===== src/rtl/apb_err_pkg.sv =====
package apb_err_pkg;

    typedef enum logic [1:0] {
        PH_IDLE   = 2'd0,
        PH_SETUP  = 2'd1,
        PH_ACCESS = 2'd2
    } phase_e;

    typedef struct packed {
        logic done;
        logic err;
        logic rvalid;
    } rsp_flags_t;

    function automatic logic is_complete(input logic sel, input logic en, input logic rdy);
        return sel & en & rdy;
    endfunction

endpackage


===== src/rtl/apb_err_seq.sv =====
module apb_err_seq
    import apb_err_pkg::*;
#(
    parameter int AW = 16,
    parameter int DW = 32
) (
    input  logic          clk,
    input  logic          rst,
    input  logic          cmd_valid,
    output logic          cmd_ready,
    input  logic [AW-1:0] cmd_addr,
    input  logic          cmd_write,
    input  logic [DW-1:0] cmd_wdata,
    output logic          m_psel,
    output logic          m_penable,
    output logic          m_pwrite,
    output logic [AW-1:0] m_paddr,
    output logic [DW-1:0] m_pwdata,
    input  logic          s_pready,
    output logic          xfer_done
);

    phase_e phase;

    always_ff @(posedge clk) begin
        if (rst) begin
            phase    <= PH_IDLE;
            m_pwrite <= 1'b0;
            m_paddr  <= '0;
            m_pwdata <= '0;
        end else begin
            unique case (phase)
                PH_IDLE: begin
                    if (cmd_valid) begin
                        m_pwrite <= cmd_write;
                        m_paddr  <= cmd_addr;
                        m_pwdata <= cmd_wdata;
                        phase    <= PH_SETUP;
                    end
                end
                PH_SETUP:  phase <= PH_ACCESS;
                PH_ACCESS: if (s_pready) phase <= PH_IDLE;
                default:   phase <= PH_IDLE;
            endcase
        end
    end

    assign cmd_ready = (phase == PH_IDLE);
    assign m_psel    = (phase != PH_IDLE);
    assign m_penable = (phase == PH_ACCESS);
    assign xfer_done = is_complete(m_psel, m_penable, s_pready);

    // a setup phase only follows an accepted request
    assert_setup_needs_accept_R2: assert property (@(posedge clk) disable iff (rst)
        (m_psel && !m_penable) |-> $past(cmd_valid && cmd_ready));

    // setup lasts one cycle and is followed by access
    assert_setup_to_access_R3: assert property (@(posedge clk) disable iff (rst)
        (m_psel && !m_penable) |=> (m_psel && m_penable));

    // address and direction hold across the access phase
    assert_addr_stable_R3: assert property (@(posedge clk) disable iff (rst)
        (m_psel && m_penable) |-> ($stable(m_paddr) && $stable(m_pwrite) && $stable(m_pwdata)));

    // wait states keep the access phase
    assert_wait_hold_R4: assert property (@(posedge clk) disable iff (rst)
        (m_psel && m_penable && !s_pready) |=> (m_psel && m_penable));

    // bus idles right after completion
    assert_idle_after_done_R5: assert property (@(posedge clk) disable iff (rst)
        (m_psel && m_penable && s_pready) |=> (!m_psel && cmd_ready));

endmodule


===== src/rtl/apb_err_resp.sv =====
module apb_err_resp
    import apb_err_pkg::*;
#(
    parameter int DW = 32
) (
    input  logic          clk,
    input  logic          rst,
    input  logic          xfer_done,
    input  logic          xfer_write,
    input  logic          s_pslverr,
    input  logic [DW-1:0] s_prdata,
    output logic          rsp_done,
    output logic          rsp_err,
    output logic          rsp_rvalid,
    output logic [DW-1:0] rsp_rdata,
    output logic          fault_pulse
);

    rsp_flags_t flags_q;
    logic       fault_q;

    always_ff @(posedge clk) begin
        if (rst) begin
            flags_q   <= '0;
            fault_q   <= 1'b0;
            rsp_rdata <= '0;
        end else begin
            flags_q.done   <= xfer_done;
            flags_q.err    <= xfer_done & s_pslverr;
            flags_q.rvalid <= xfer_done & ~xfer_write & ~s_pslverr;
            fault_q        <= xfer_done & s_pslverr;
            rsp_rdata      <= (xfer_done && !xfer_write) ? s_prdata : '0;
        end
    end

    assign rsp_done    = flags_q.done;
    assign rsp_err     = flags_q.err;
    assign rsp_rvalid  = flags_q.rvalid;
    assign fault_pulse = fault_q;

    // a response strobe follows every completion
    assert_done_follows_R7: assert property (@(posedge clk) disable iff (rst)
        xfer_done |=> rsp_done);

    // no response strobe without a completion
    assert_done_only_after_R7: assert property (@(posedge clk) disable iff (rst)
        rsp_done |-> $past(xfer_done));

    // fault pulse matches the verdict sampled at completion
    assert_fault_verdict_R8: assert property (@(posedge clk) disable iff (rst)
        xfer_done |=> (fault_pulse == $past(s_pslverr)));

    // error flag outside a completion never raises a fault
    assert_ignore_noise_R6: assert property (@(posedge clk) disable iff (rst)
        !xfer_done |=> (!fault_pulse && !rsp_err));

endmodule


===== src/rtl/apb_err_log.sv =====
module apb_err_log #(
    parameter int AW = 16
) (
    input  logic          clk,
    input  logic          rst,
    input  logic          xfer_done,
    input  logic          s_pslverr,
    input  logic [AW-1:0] xfer_addr,
    input  logic          xfer_write,
    input  logic          err_clear,
    output logic          err_sticky,
    output logic [AW-1:0] err_addr,
    output logic          err_write
);

    logic fail_now;
    assign fail_now = xfer_done & s_pslverr;

    always_ff @(posedge clk) begin
        if (rst) begin
            err_sticky <= 1'b0;
            err_addr   <= '0;
            err_write  <= 1'b0;
        end else if (fail_now && (!err_sticky || err_clear)) begin
            err_sticky <= 1'b1;
            err_addr   <= xfer_addr;
            err_write  <= xfer_write;
        end else if (err_clear) begin
            err_sticky <= 1'b0;
            err_addr   <= '0;
            err_write  <= 1'b0;
        end
    end

    // a failed completion is always logged
    assert_capture_R9: assert property (@(posedge clk) disable iff (rst)
        fail_now |=> err_sticky);

    // the first logged failure is held until cleared
    assert_hold_first_R9: assert property (@(posedge clk) disable iff (rst)
        (err_sticky && !err_clear) |=> (err_sticky && $stable(err_addr) && $stable(err_write)));

    // a clear without a coinciding failure empties the log
    assert_clear_R10: assert property (@(posedge clk) disable iff (rst)
        (err_clear && !fail_now) |=> !err_sticky);

endmodule


===== src/rtl/apb_fault_requester.sv =====
module apb_fault_requester
    import apb_err_pkg::*;
#(
    parameter int AW = 16,
    parameter int DW = 32
) (
    input  logic          clk,
    input  logic          rst,
    input  logic          cmd_valid,
    output logic          cmd_ready,
    input  logic [AW-1:0] cmd_addr,
    input  logic          cmd_write,
    input  logic [DW-1:0] cmd_wdata,
    output logic          rsp_done,
    output logic          rsp_err,
    output logic          rsp_rvalid,
    output logic [DW-1:0] rsp_rdata,
    output logic          fault_pulse,
    output logic          err_sticky,
    output logic [AW-1:0] err_addr,
    output logic          err_write,
    input  logic          err_clear,
    output logic          m_psel,
    output logic          m_penable,
    output logic          m_pwrite,
    output logic [AW-1:0] m_paddr,
    output logic [DW-1:0] m_pwdata,
    input  logic          s_pready,
    input  logic [DW-1:0] s_prdata,
    input  logic          s_pslverr
);

    logic xfer_done;

    apb_err_seq #(.AW(AW), .DW(DW)) u_seq (
        .clk       (clk),
        .rst       (rst),
        .cmd_valid (cmd_valid),
        .cmd_ready (cmd_ready),
        .cmd_addr  (cmd_addr),
        .cmd_write (cmd_write),
        .cmd_wdata (cmd_wdata),
        .m_psel    (m_psel),
        .m_penable (m_penable),
        .m_pwrite  (m_pwrite),
        .m_paddr   (m_paddr),
        .m_pwdata  (m_pwdata),
        .s_pready  (s_pready),
        .xfer_done (xfer_done)
    );

    apb_err_resp #(.DW(DW)) u_resp (
        .clk         (clk),
        .rst         (rst),
        .xfer_done   (xfer_done),
        .xfer_write  (m_pwrite),
        .s_pslverr   (s_pslverr),
        .s_prdata    (s_prdata),
        .rsp_done    (rsp_done),
        .rsp_err     (rsp_err),
        .rsp_rvalid  (rsp_rvalid),
        .rsp_rdata   (rsp_rdata),
        .fault_pulse (fault_pulse)
    );

    apb_err_log #(.AW(AW)) u_log (
        .clk        (clk),
        .rst        (rst),
        .xfer_done  (xfer_done),
        .s_pslverr  (s_pslverr),
        .xfer_addr  (m_paddr),
        .xfer_write (m_pwrite),
        .err_clear  (err_clear),
        .err_sticky (err_sticky),
        .err_addr   (err_addr),
        .err_write  (err_write)
    );

    // a fault pulse only accompanies a response strobe
    assert_fault_with_done_R8: assert property (@(posedge clk) disable iff (rst)
        fault_pulse |-> (rsp_done && rsp_err));

endmodule


===== config.mk =====
export PLATFORM = sky130hd
export DESIGN_NAME = apb_fault_requester
export DESIGN_NICKNAME = d
export VERILOG_FILES = /design/src/rtl/apb_err_pkg.sv /design/src/rtl/apb_err_seq.sv /design/src/rtl/apb_err_resp.sv /design/src/rtl/apb_err_log.sv /design/src/rtl/apb_fault_requester.sv
export SDC_FILE = /design/constraint.sdc
export NUM_CORES = 1
export LEC_CHECK = 0
export CAP_MARGIN = 10
export CORE_MARGIN = 8
export CORE_UTILIZATION = 39
export DETAILED_ROUTE_END_ITERATION = 12
export PLACE_DENSITY = 0.91
export SLEW_MARGIN = 20
export SYNTH_ARGS = -nofsm -noshare
export SYNTH_HDL_FRONTEND = slang
export SYNTH_SLANG_ARGS = --single-unit

===== constraint.sdc =====
create_clock -name clk -period 1.5 [get_ports clk]
set_input_delay 0.3 -clock clk [delete_from_list [all_inputs] [get_ports clk]]
set_output_delay 0.3 -clock clk [all_outputs]
set_load 0.02 [all_outputs]

---- Yosys cells after proc, flatten, opt, wreduce, memory -nomap -nowiden ----
Index checks and enable logic that the tools add are counted.
operators by class
  add/subtract/negate cells ............... 0
  multipliers ............................. 0
  divide/modulo/power cells ............... 0
  magnitude comparators ................... 0
  equal/unequal tests ..................... 4
  shifts and indexed selects .............. 0
  muxes and demuxes ....................... 8
  bitwise logic cells ..................... 8
  reductions and logical operators ........ 11
operators by type and width
  cell                count
  $mux 16             2
  $pmux 2 s3          1
  $and 1x1->1         5
  $mux 2              2
  $ne 2x2->1 const B  2
  $reduce_and 2->1    2
  $reduce_bool 2->1   2
  $mux 1              3
  $not 1->1           3
  $eq 2x1->1 const B  1
  $eq 2x2->1 const B  1
  $logic_and 1x1->1   2
  $logic_not 1->1     2
  $logic_not 2->1     1
  $reduce_or 2->1     1
  $logic_or 1x1->1    1
storage, ports and cells
  register bits after elaboration ......... 104
  bits in latches ......................... 0
  bits in writable memories ............... 0
  memory bits (read-only) ................. 0
  bits of input ports ..................... 87
  word-level logic and storage cells ...... 42
  memories kept ........................... 0

---- Longest topological paths before layout ----
Gate-level depths: netlist of the first run.
  depth in word-level cells ............... 6
  gate-level depth with buffers ........... 6
  gate-level depth less buffers ........... 3

---- By module ----
From an unflattened synthesis of the first run, not the netlist that was laid out.
second synthesis, totals
  cell total of the unflattened synthesis .. 388
  area total of the unflattened synthesis .. 4405.5 um^2
by module, submodules not included
  module        instances  cells each  area an instance (um^2)  seq. area each (um^2)
  apb_err_seq   1          224         2341.0                   1021.0
  apb_err_resp  1          80          1181.1                   700.7
  apb_err_log   1          84          883.3                    360.3

---- Least setup slack after synthesis of the first run ----
OpenSTA, ideal clock, no wires.
  path kind ............................... flip-flop to flip-flop
  from .................................... register u_log.err_sticky
  to ...................................... register u_log.err_addr[10]
  arrival ................................. 1.125 ns
  setup slack ............................. 0.243 ns
  cell stages (with the launch flop) ...... 7
  clock period less this slack ............ 1.257 ns
  cells stage by stage .................... dfxtp_1 -> buf_2 -> nand2b_1 -> buf_2 -> buf_2 -> nand3_1 -> a21oi_1
on the way
  word-level cells in the longest chain between the ends .. 4
ends and longest elaborated chain
  element                                              line               text
  from (decl)                                          apb_err_log.sv:11  output logic err_sticky,
  from (signal assigned)                               apb_err_log.sv:21  err_sticky <= 1'b0;
  from (signal assigned)                               apb_err_log.sv:25  err_sticky <= 1'b1;
  from (signal assigned)                               apb_err_log.sv:29  err_sticky <= 1'b0;
  $logic_not 1->1 *                                    apb_err_log.sv:24  end else if (fail_now && (!err_sticky || err_clear)) begin
  $logic_or 1x1->1 *                                   apb_err_log.sv:24
  $logic_and 1x1->1 *                                  apb_err_log.sv:24
  $mux 16 / $reduce_bool 2->1 (equally long branches)  n/a
  to (signal assigned)                                 apb_err_log.sv:26  err_addr <= xfer_addr;
  to (decl)                                            apb_err_log.sv:12  output logic [AW-1:0] err_addr,
Mark *: on every way between the ends. The rest lies on a longest branch, timed or not.
A chain may end at the register's enable or synchronous reset.

---- Worst setup path in the final report of the first run ----
  from .................................... register u_seq.phase[0]
  to ...................................... register u_seq.m_pwdata[21]
on the way
  word-level cells in the longest chain between the ends .. 2
ends and longest elaborated chain
  element                     line               text
  from (decl)                 apb_err_seq.sv:23  phase_e phase;
  from (signal assigned)      apb_err_seq.sv:27  phase <= PH_IDLE;
  from (signal assigned)      apb_err_seq.sv:38  phase <= PH_SETUP;
  from (signal assigned)      apb_err_seq.sv:41  PH_SETUP: phase <= PH_ACCESS;
  $logic_not 2->1             apb_err_seq.sv:32  unique case (phase)
  $reduce_and 2->1 (no line)  n/a
  to (signal assigned)        apb_err_seq.sv:37  m_pwdata <= cmd_wdata;
  to (decl)                   apb_err_seq.sv:18  output logic [DW-1:0] m_pwdata,
Every way passes these cells.

==> metrics, run 1 <==
Worst setup EP type=register; top-level I/O count=193; Yosys warnings=0; status=finished clean; Seq cells post-synth=104; Leakage=2.771 nW; die width=111.6 um; Avg Cell Area, Syn=10.84 um2; final slew viol count=0; hold_ws=0.3212 ns; Die H=111.6 um; Post-Synthesis Cells=329; Hold Crit Depth=2; Fmax=683.8 MHz; RD Place Congestion=0.7366; Post-synth top cells=104 x dfxtp_1, 52 x nor2_1, 50 x mux2i_1; DRC violations left=0; critical path type=register to register; R2R Setup Slk=0.04 ns; CP max stage delay=0.35 ns; DRT Wirelength=11420 um; Area contributors post-synth=dfxtp_1 58%, mux2i_1 14%, and2_1 5.8%; Hold Crit Class=input port to register; full die area=12460 um2; Slowest-stage cell, CP=dfxtp_2; via count=3073; ys flop type=dfxtp_1; Final Net Count=611; n_diodes=0; vias in the first global route=3192; Setup Skew=0.01547 ns; worst-path maximum fanout=8; max_slew headroom=0.5294; Netlist cell types=20; cell count of the worst reg-to-reg path=6; RSZ-0062 raised after global routing=yes; clock sink count=104; core area=9065 um2; total track usage=0.1742; Yosys top cell by area=dfxtp_1; hold path startpoint=rst; total power=5.660 mW; Post-synth EDFFs=0; Power Density=976.8 nW/um2; cell area after synthesis=3567 um2; Worst R2R End=u_seq.m_pwdata[21]$_SDFFE_PP0P_; pin count of the biggest net entering global routing=70; CP delay by family, top=buffers and inverters; buffer and inverter count on the worst path=3; GRT overflow=0; Cell Count, Final, Fillers Out=640; total CTS buffers=9; Final Util=0.6392; DRT Pass-1 Iters=4; initial antenna violation count=0; root buf cell=clkbuf_8; design area=5794 um2; post-placement cell area=5604 um2; minimum clock period=1.462 ns; ANT nets after route=0; maxcap violations=0; dpl cells=618; DRT iter0 DRCs=85; peak supply drop=0.6854 mV; clock latency on the worst-skew pair=0.37 ns; launch point of the worst reg-to-reg path=u_seq.phase[0]$_SDFFE_PP0P_; initial core utilization=0.3935; average wire per standard cell=17.84 um; Async S/R FF share, synth=0; sequential element share of the synthesized area=0.5837; count leader, synth=dfxtp_1; vias per cell=4.802; port bufs=192; Worst Max-Slew Pin Slew=0.7060 ns; Cell Chain, Critical Path=buf_4, nor3b_4, buf_6, clkbuf_16, mux2i_1, nor2_1; placed wire-length estimate=8557 um; fin crit share=0.9749; worst path required time=1.72 ns; Area Overhead vs Synth=62.43%; final hold vios=0; syn nets=416; Hold Crit Endpoint=u_resp.rsp_done$_SDFF_PP0_; Clk pin slew, worst setup/hold paths=0.10 ns; Rows=35; worst-case clock buffer depth=2; CTS tree=built; # setup viols final=0; critical path startpoint category=register; H-tree depth=3; first-pass GRT wire length=17330 um; fraction of layout cells with a size suffix above 1=0.08696; area share of the largest cell type after synthesis=0.5837; crit path DAT=1.68 ns
==> routing by layer <==
metal	vias to the layer above	track usage	wire [um]
li1	1494	-	-
met1	1466	0.1724	4277
met2	102	0.3179	6088
met3	11	0.08279	913
met4	0	0.04740	136
met5	-	0	0
==> worst max-delay path by stage <==
stage / slack, ns / start / end / cells after the start
finish: 0.04 / u_seq.phase[0]$_SDFFE_PP0P_ / u_seq.m_pwdata[21]$_SDFFE_PP0P_ / 6
global route: -0.04 / u_seq.phase[1]$_SDFFE_PP0P_ / m_psel / 3
CTS: -0.01 / u_seq.phase[0]$_SDFFE_PP0P_ / u_seq.m_pwdata[13]$_SDFFE_PP0P_ / 5
detailed placement: -0.29 / cmd_valid / u_seq.m_pwdata[19]$_SDFFE_PP0P_ / 5
global placement: -0.23 / cmd_valid / u_seq.m_paddr[12]$_SDFFE_PP0P_ / 5
floorplan: 0.24 / u_log.err_sticky$_SDFFE_PP0P_ / u_log.err_addr[10]$_SDFFE_PP0P_ / 6
==> cells by family after synthesis <==
logic type / share of synthesized area
compound gates: 0.06173
simple gates: 0.1603
mux: 0.1403
buf+inv: 0.05401
flops: 0.5837
==> cells in the final DEF (no fill, tap or decap) <==
master	count
and4b_1	1
nand3_1	17
nor3b_4	1
buf_2	2
nor2b_2	1
and4bb_1	1
clkbuf_8	9
nand4b_2	1
a21oi_1	17
mux2i_2	1
buf_6	3
inv_8	3
o21bai_1	1
inv_1	2
dfxtp_2	2
mux2i_1	49
clkdlybuf4s15_2	1
o211ai_1	17
nor2b_1	2
bufinv_16	1
nor2_1	52
and2_1	33
nand2b_1	1
clkinv_4	2
dlygate4sd2_1	103
clkbuf_2	1
buf_4	8
clkbuf_16	3
and2b_4	1
clkdlybuf4s50_1	85
dfxtp_1	102
clkinv_2	1
buf_12	5
==> timing repair <==
item	CTS	global route
pin swaps	0	1
setup buffers	0	2
endpoints found under the hold margin	0	0
hold buffers	0	0
endpoints found under the setup margin	106	44
gates cloned	0	4
resized for setup	114	5
==> worst register-to-register path, delay by kind of cell, from the launching register on <==
kind | cells | cell delay [ns]
and+or+nand+nor | 2 | 0.28
DFF | 1 | 0.35
buffers and inverters | 3 | 0.50
muxes | 1 | 0.20
==> where the power goes <==
part           leakage, nW  internal, mW  switching, mW  total [mW]
logic                 1.81         0.490          0.415       0.906
registers            0.847          2.86         0.0615        2.93
clock network        0.109         0.810           1.02        1.83
total                 2.77          4.17           1.49        5.66
==> registers in the layout, summed over array words and instances (netlist names) <==
| signal | cells |
|---|---|
| u_resp.rsp_rdata | 32 |
| u_seq.m_pwdata | 32 |
| u_log.err_addr | 16 |
| u_seq.m_paddr | 16 |
| u_seq.phase | 2 |
| u_log.err_sticky | 1 |
| u_log.err_write | 1 |
| u_resp.rsp_done | 1 |
| u_resp.rsp_err | 1 |
| u_resp.rsp_rvalid | 1 |
| u_seq.m_pwrite | 1 |
==> layout make-up <==
class	instances	area (um2)
repair buffers	211	2048
well taps	111	138.9
flip-flops and latches	104	2085
multi-input cells	196	1305
inverters	2	7.507
clock inverters	7	86.33
clock buffers	9	123.9
fillers	760	3271
==> per-stage QoR <==
step	setup TNS, ns	worst slack (ns)
after global placement	-14.76	-0.2279
after floorplan	0	0.2427
after CTS	-0.009591	-0.009591
after detailed placement	-17.52	-0.2918
after global routing	-0.07640	-0.03626
final	0	0.03761
(Power assumes the default switching activity.)
==> run 2: changes to the inputs <==
--- a/config.mk
+++ b/config.mk
@@ -10,6 +10,7 @@
 export CORE_UTILIZATION = 39
 export DETAILED_ROUTE_END_ITERATION = 12
 export PLACE_DENSITY = 0.91
+export SKIP_CTS_REPAIR_TIMING = 1
 export SLEW_MARGIN = 20
 export SYNTH_ARGS = -nofsm -noshare
 export SYNTH_HDL_FRONTEND = slang
==> metrics, run 2 (synthesis gave the netlist of run 1 again) <==
first-pass GRT wire length=17340 um; Regs by FF count=u_resp.rsp_rdata (32), u_seq.m_pwdata (32); Clk pin slew, worst setup/hold paths=0.10 ns; Die H=111.6 um; core area=9065 um2; root buf cell=clkbuf_8; H-tree depth=3; critical path type=register to register; peak supply drop=0.6954 mV; final hold vios=0; commonest non-fill, non-tap cells in the layout=105 x dlymetal6s2s_1, 103 x dfxtp_1, 85 x clkdlybuf4s50_1, 52 x nor2_1, 49 x mux2i_1; minimum clock period=1.464 ns; n_diodes=0; critical path startpoint category=register; fin crit share=0.9759; hold_ws=0.3277 ns; ANT nets after route=0; fraction of layout cells with a size suffix above 1=0.07955; Leakage=4.127 nW; crit path DAT=1.68 ns; full die area=12460 um2; top-level I/O count=193; Fin Setup TNS=0 ns; dpl ws=-0.2918 ns; R2R Setup Slk=0.04 ns; buffer and inverter count on the worst path=3; Hold Crit Class=input port to register; Cell Count, Final, Fillers Out=639; pin count of the biggest net entering global routing=70; CP delay by family, top=buffers and inverters; post-placement cell area=5604 um2; vias per cell=4.768; via count=3047; maxcap violations=0; max_slew headroom=0.5246; DRT Pass-1 Iters=4; DRT Wirelength=11650 um; status=finished clean; DRT iter0 DRCs=94; CTS tree=built; Area Overhead vs Synth=73.06%; Power Density=924.8 nW/um2; placed wire-length estimate=8557 um; worst path required time=1.72 ns; clock latency on the worst-skew pair=0.36 ns; Final Net Count=610; worst-case clock buffer depth=2; CP most frequent cell=buf_4; Worst Max-Slew Pin Slew=0.7131 ns; total track usage=0.1743; Fmax=683.2 MHz; Rows=35; RD Place Congestion=0.7366; total CTS buffers=9; design area=6173 um2; commonest non-fill, non-tap cell in the layout=dlymetal6s2s_1; clock sink count=104; vias in the first global route=3188; initial antenna violation count=0; Slowest-stage cell, CP=dfxtp_1; final slew viol count=0; CP max stage delay=0.34 ns; DRC violations left=0; Worst Slack Setup Final=0.03620 ns; Setup Skew=0.01774 ns; die width=111.6 um; average wire per standard cell=18.23 um; RSZ-0062 raised after global routing=yes; initial core utilization=0.3935; worst-path maximum fanout=9; FILL cells=652; dpl cells=618; Cell Chain, Critical Path=buf_4, nor3b_4, buf_4, clkbuf_16, mux2i_1, nor2_1; Worst setup EP type=register; port bufs=192; # setup viols final=0; GRT overflow=0
[run 2: cell types whose count changed in the layout (fill, tap and decap cells not counted)]
cell / before / now
dlymetal6s2s_1: 0 / 105
dlygate4sd2_1: 103 / 0
buf_6: 3 / 1
buf_2: 2 / 1
buf_4: 8 / 9
clkdlybuf4s15_2: 1 / 0
dfxtp_1: 102 / 103
dfxtp_2: 2 / 1
[run 2: layout make-up]
type / count / area [um2] / area share
Timing Repair Buffer: 210 / 2429 / 0.3934
Tap cell: 111 / 138.9 / 0.02250
Clock buffer: 9 / 123.9 / 0.02006
Clock inverter: 7 / 86.33 / 0.01398
Inverter: 2 / 7.507 / 0.001216
Sequential cell: 104 / 2083 / 0.3375
Multi-Input combinational cell: 196 / 1305 / 0.2114
[run 2: per-stage QoR]
| stage | power (mW) | utilization |
|---|---|---|
| after floorplan | 3.397 | - |
| after global placement | 3.882 | 0.6182 |
| after detailed placement | 3.912 | 0.6182 |
| after CTS | 5.745 | 0.6414 |
| after global routing | 5.952 | 0.6810 |
| final | 5.709 | 0.6810 |
[run 2: final timing paths]
| path | startpoint | end | depth (start not counted) |
|---|---|---|---|
| worst min register to register | u_seq.m_paddr[15]$_SDFFE_PP0P_ | u_log.err_addr[15]$_SDFFE_PP0P_ | 2 |
| worst min-delay path | rst | u_resp.rsp_done$_SDFF_PP0_ | 2 |
| worst max-delay path | u_seq.phase[0]$_SDFFE_PP0P_ | u_seq.m_pwdata[30]$_SDFFE_PP0P_ | 6 |
| worst max register to register | u_seq.phase[0]$_SDFFE_PP0P_ | u_seq.m_pwdata[30]$_SDFFE_PP0P_ | 6 |
[run 2: where the power goes]
part	internal [mW]	total, mW	leakage (nW)	switching (mW)
Clock	0.811	1.83	0.109	1.02
Sequential	2.86	2.93	0.847	0.0617
Combinational	0.538	0.954	3.17	0.416
[run 2: routing by layer]
layer  wire (um)  part of all wire  track usage  vias to the layer above
met4         214             0.018      0.04740                        0
met3         944             0.081      0.08496                       14
met5           0                 0            0                        -
li1            -                 -            -                     1494
met2        6201              0.53       0.3170                      101
met1        4290              0.37       0.1720                     1438
==> run 3: changes to the inputs <==
--- a/config.mk
+++ b/config.mk
@@ -6,10 +6,12 @@
 export NUM_CORES = 1
 export LEC_CHECK = 0
 export CAP_MARGIN = 10
+export CELL_PAD_IN_SITES_DETAIL_PLACEMENT = 1
+export CELL_PAD_IN_SITES_GLOBAL_PLACEMENT = 1
 export CORE_MARGIN = 8
-export CORE_UTILIZATION = 39
+export CORE_UTILIZATION = 28
 export DETAILED_ROUTE_END_ITERATION = 12
-export PLACE_DENSITY = 0.91
+export PLACE_DENSITY = 0.9
 export SKIP_CTS_REPAIR_TIMING = 1
 export SLEW_MARGIN = 20
 export SYNTH_ARGS = -nofsm -noshare
==> metrics, run 3 (synthesis gave the netlist of run 1 again) <==
status=complete, but fails checks; violated checks=negative setup slack; critical path type=register to register; first-pass GRT wire length=18570 um; initial core utilization=0.2850; FILL cells=1327; Regs by FF count=u_resp.rsp_rdata (32), u_seq.m_pwdata (32); RSZ-0062 raised after global routing=yes; DRT iter0 DRCs=123; fraction of layout cells with a size suffix above 1=0.09870; Power Density=982.1 nW/um2; critical path startpoint category=register; worst setup path start=u_seq.phase[1]$_SDFFE_PP0P_; final hold vios=0; vias in the first global route=3467; placed wire-length estimate=9501 um; Rows=41; worst-case clock buffer depth=2; launch point of the worst reg-to-reg path=u_seq.phase[1]$_SDFFE_PP0P_; n_diodes=0; peak supply drop=0.5448 mV; total track usage=0.1454; DRT Wirelength=13230 um; crit path DAT=1.81 ns; Final Net Count=619; RD Place Congestion=0.6974; CTS tree=built; hold path startpoint=rst; die width=128.9 um; Fmax=621.7 MHz; total power=6.364 mW; final slew viol count=0; ANT nets after route=0; minimum clock period=1.608 ns; Area Overhead vs Synth=81.66%; H-tree depth=3; GRT overflow=0; commonest non-fill, non-tap cells in the layout=104 x dlymetal6s2s_1, 102 x dfxtp_1, 85 x clkdlybuf4s50_1, 51 x nor2_1, 49 x mux2i_1; Worst Slack Setup Final=-0.1084 ns; max_slew headroom=0.5178; vias per cell=4.465; initial antenna violation count=0; total CTS buffers=9; core area=12520 um2; maxcap violations=0; dpl ws=-0.3541 ns; average wire per standard cell=18.66 um; Worst setup EP type=register; full die area=16610 um2; Setup Skew=0.003066 ns; Worst Max-Slew Pin Slew=0.7233 ns; fin crit share=1.072; # setup viols final=17; Leakage=4.226 nW; Clk pin slew, worst setup/hold paths=0.07 ns; worst-path maximum fanout=8; root buf cell=clkbuf_16; DRC violations left=0; clock sink count=104; top-level I/O count=193; Die H=128.9 um; DRT Pass-1 Iters=4; pin count of the biggest net entering global routing=70; Hold Crit Class=input port to register; worst path required time=1.70 ns; via count=3166; port bufs=192; commonest non-fill, non-tap cell in the layout=dlymetal6s2s_1; clock latency on the worst-skew pair=0.34 ns
==> run 3: changes by cell type in the layout (fill, tap and decap cells not counted), sizes merged <==
cell | before | now
clkinvlp | 0 | 3
clkinv | 3 | 0
buf | 16 | 26
dlymetal6s2s | 105 | 104
==> run 3: power by group <==
group / total [mW] / internal, mW / switching, mW
Combinational: 1.02 / 0.585 / 0.440
Clock: 2.41 / 1.31 / 1.10
Sequential: 2.93 / 2.86 / 0.0635
==> run 3: routing by layer <==
metal,track usage,share of wire,wire (um)
met1,0.1436,0.38,5077
met2,0.2565,0.51,6706
met3,0.07199,0.097,1277
met4,0.05667,0.013,170
met5,0,0,0
==> run 3: area by class of cell <==
type / instances / area (um2) / share of cell area
timing repair buffer: 219 / 2554 / 0.3941
sequential: 104 / 2090 / 0.3225
multi-input combinational: 196 / 1310 / 0.2022
clock buffer: 9 / 225.2 / 0.03476
tap: 172 / 215.2 / 0.03321
clock inverter: 7 / 78.83 / 0.01216
inverter: 2 / 7.507 / 0.001159
==> run 3: final timing paths <==
check	endpoint	slack, ns	depth (start not counted)
setup / recovery	u_seq.m_pwdata[16]$_SDFFE_PP0P_	-0.11	7
setup reg to reg	u_seq.m_pwdata[16]$_SDFFE_PP0P_	-0.11	7
hold reg to reg	u_seq.m_pwdata[10]$_SDFFE_PP0P_	0.49	2
hold / removal	u_resp.rsp_done$_SDFF_PP0_	0.44	3
==> run 3: stage by stage <==
stage	cell area [um2]	hold slack, ns	setup TNS [ns]	instances	util
after global placement	5683	0.4651	-16.18	681	0.4540
after global routing	6480	0.4651	-2.084	709	0.5177
after floorplan	3567	0.3716	0	329	-
after detailed placement	5683	0.4855	-20.87	681	0.4540
final	6480	0.4416	-0.4994	709	0.5177
after CTS	5987	0.4392	-14.75	697	0.4783
==> run 3: critical path, stage by stage, from the launching register on <==
cell       delay [ns]
dfxtp_4          0.36
buf_6            0.12
nor3b_4          0.22
buf_6            0.19
buf_12           0.11
clkbuf_16        0.16
mux2i_1          0.24
nor2_1           0.07
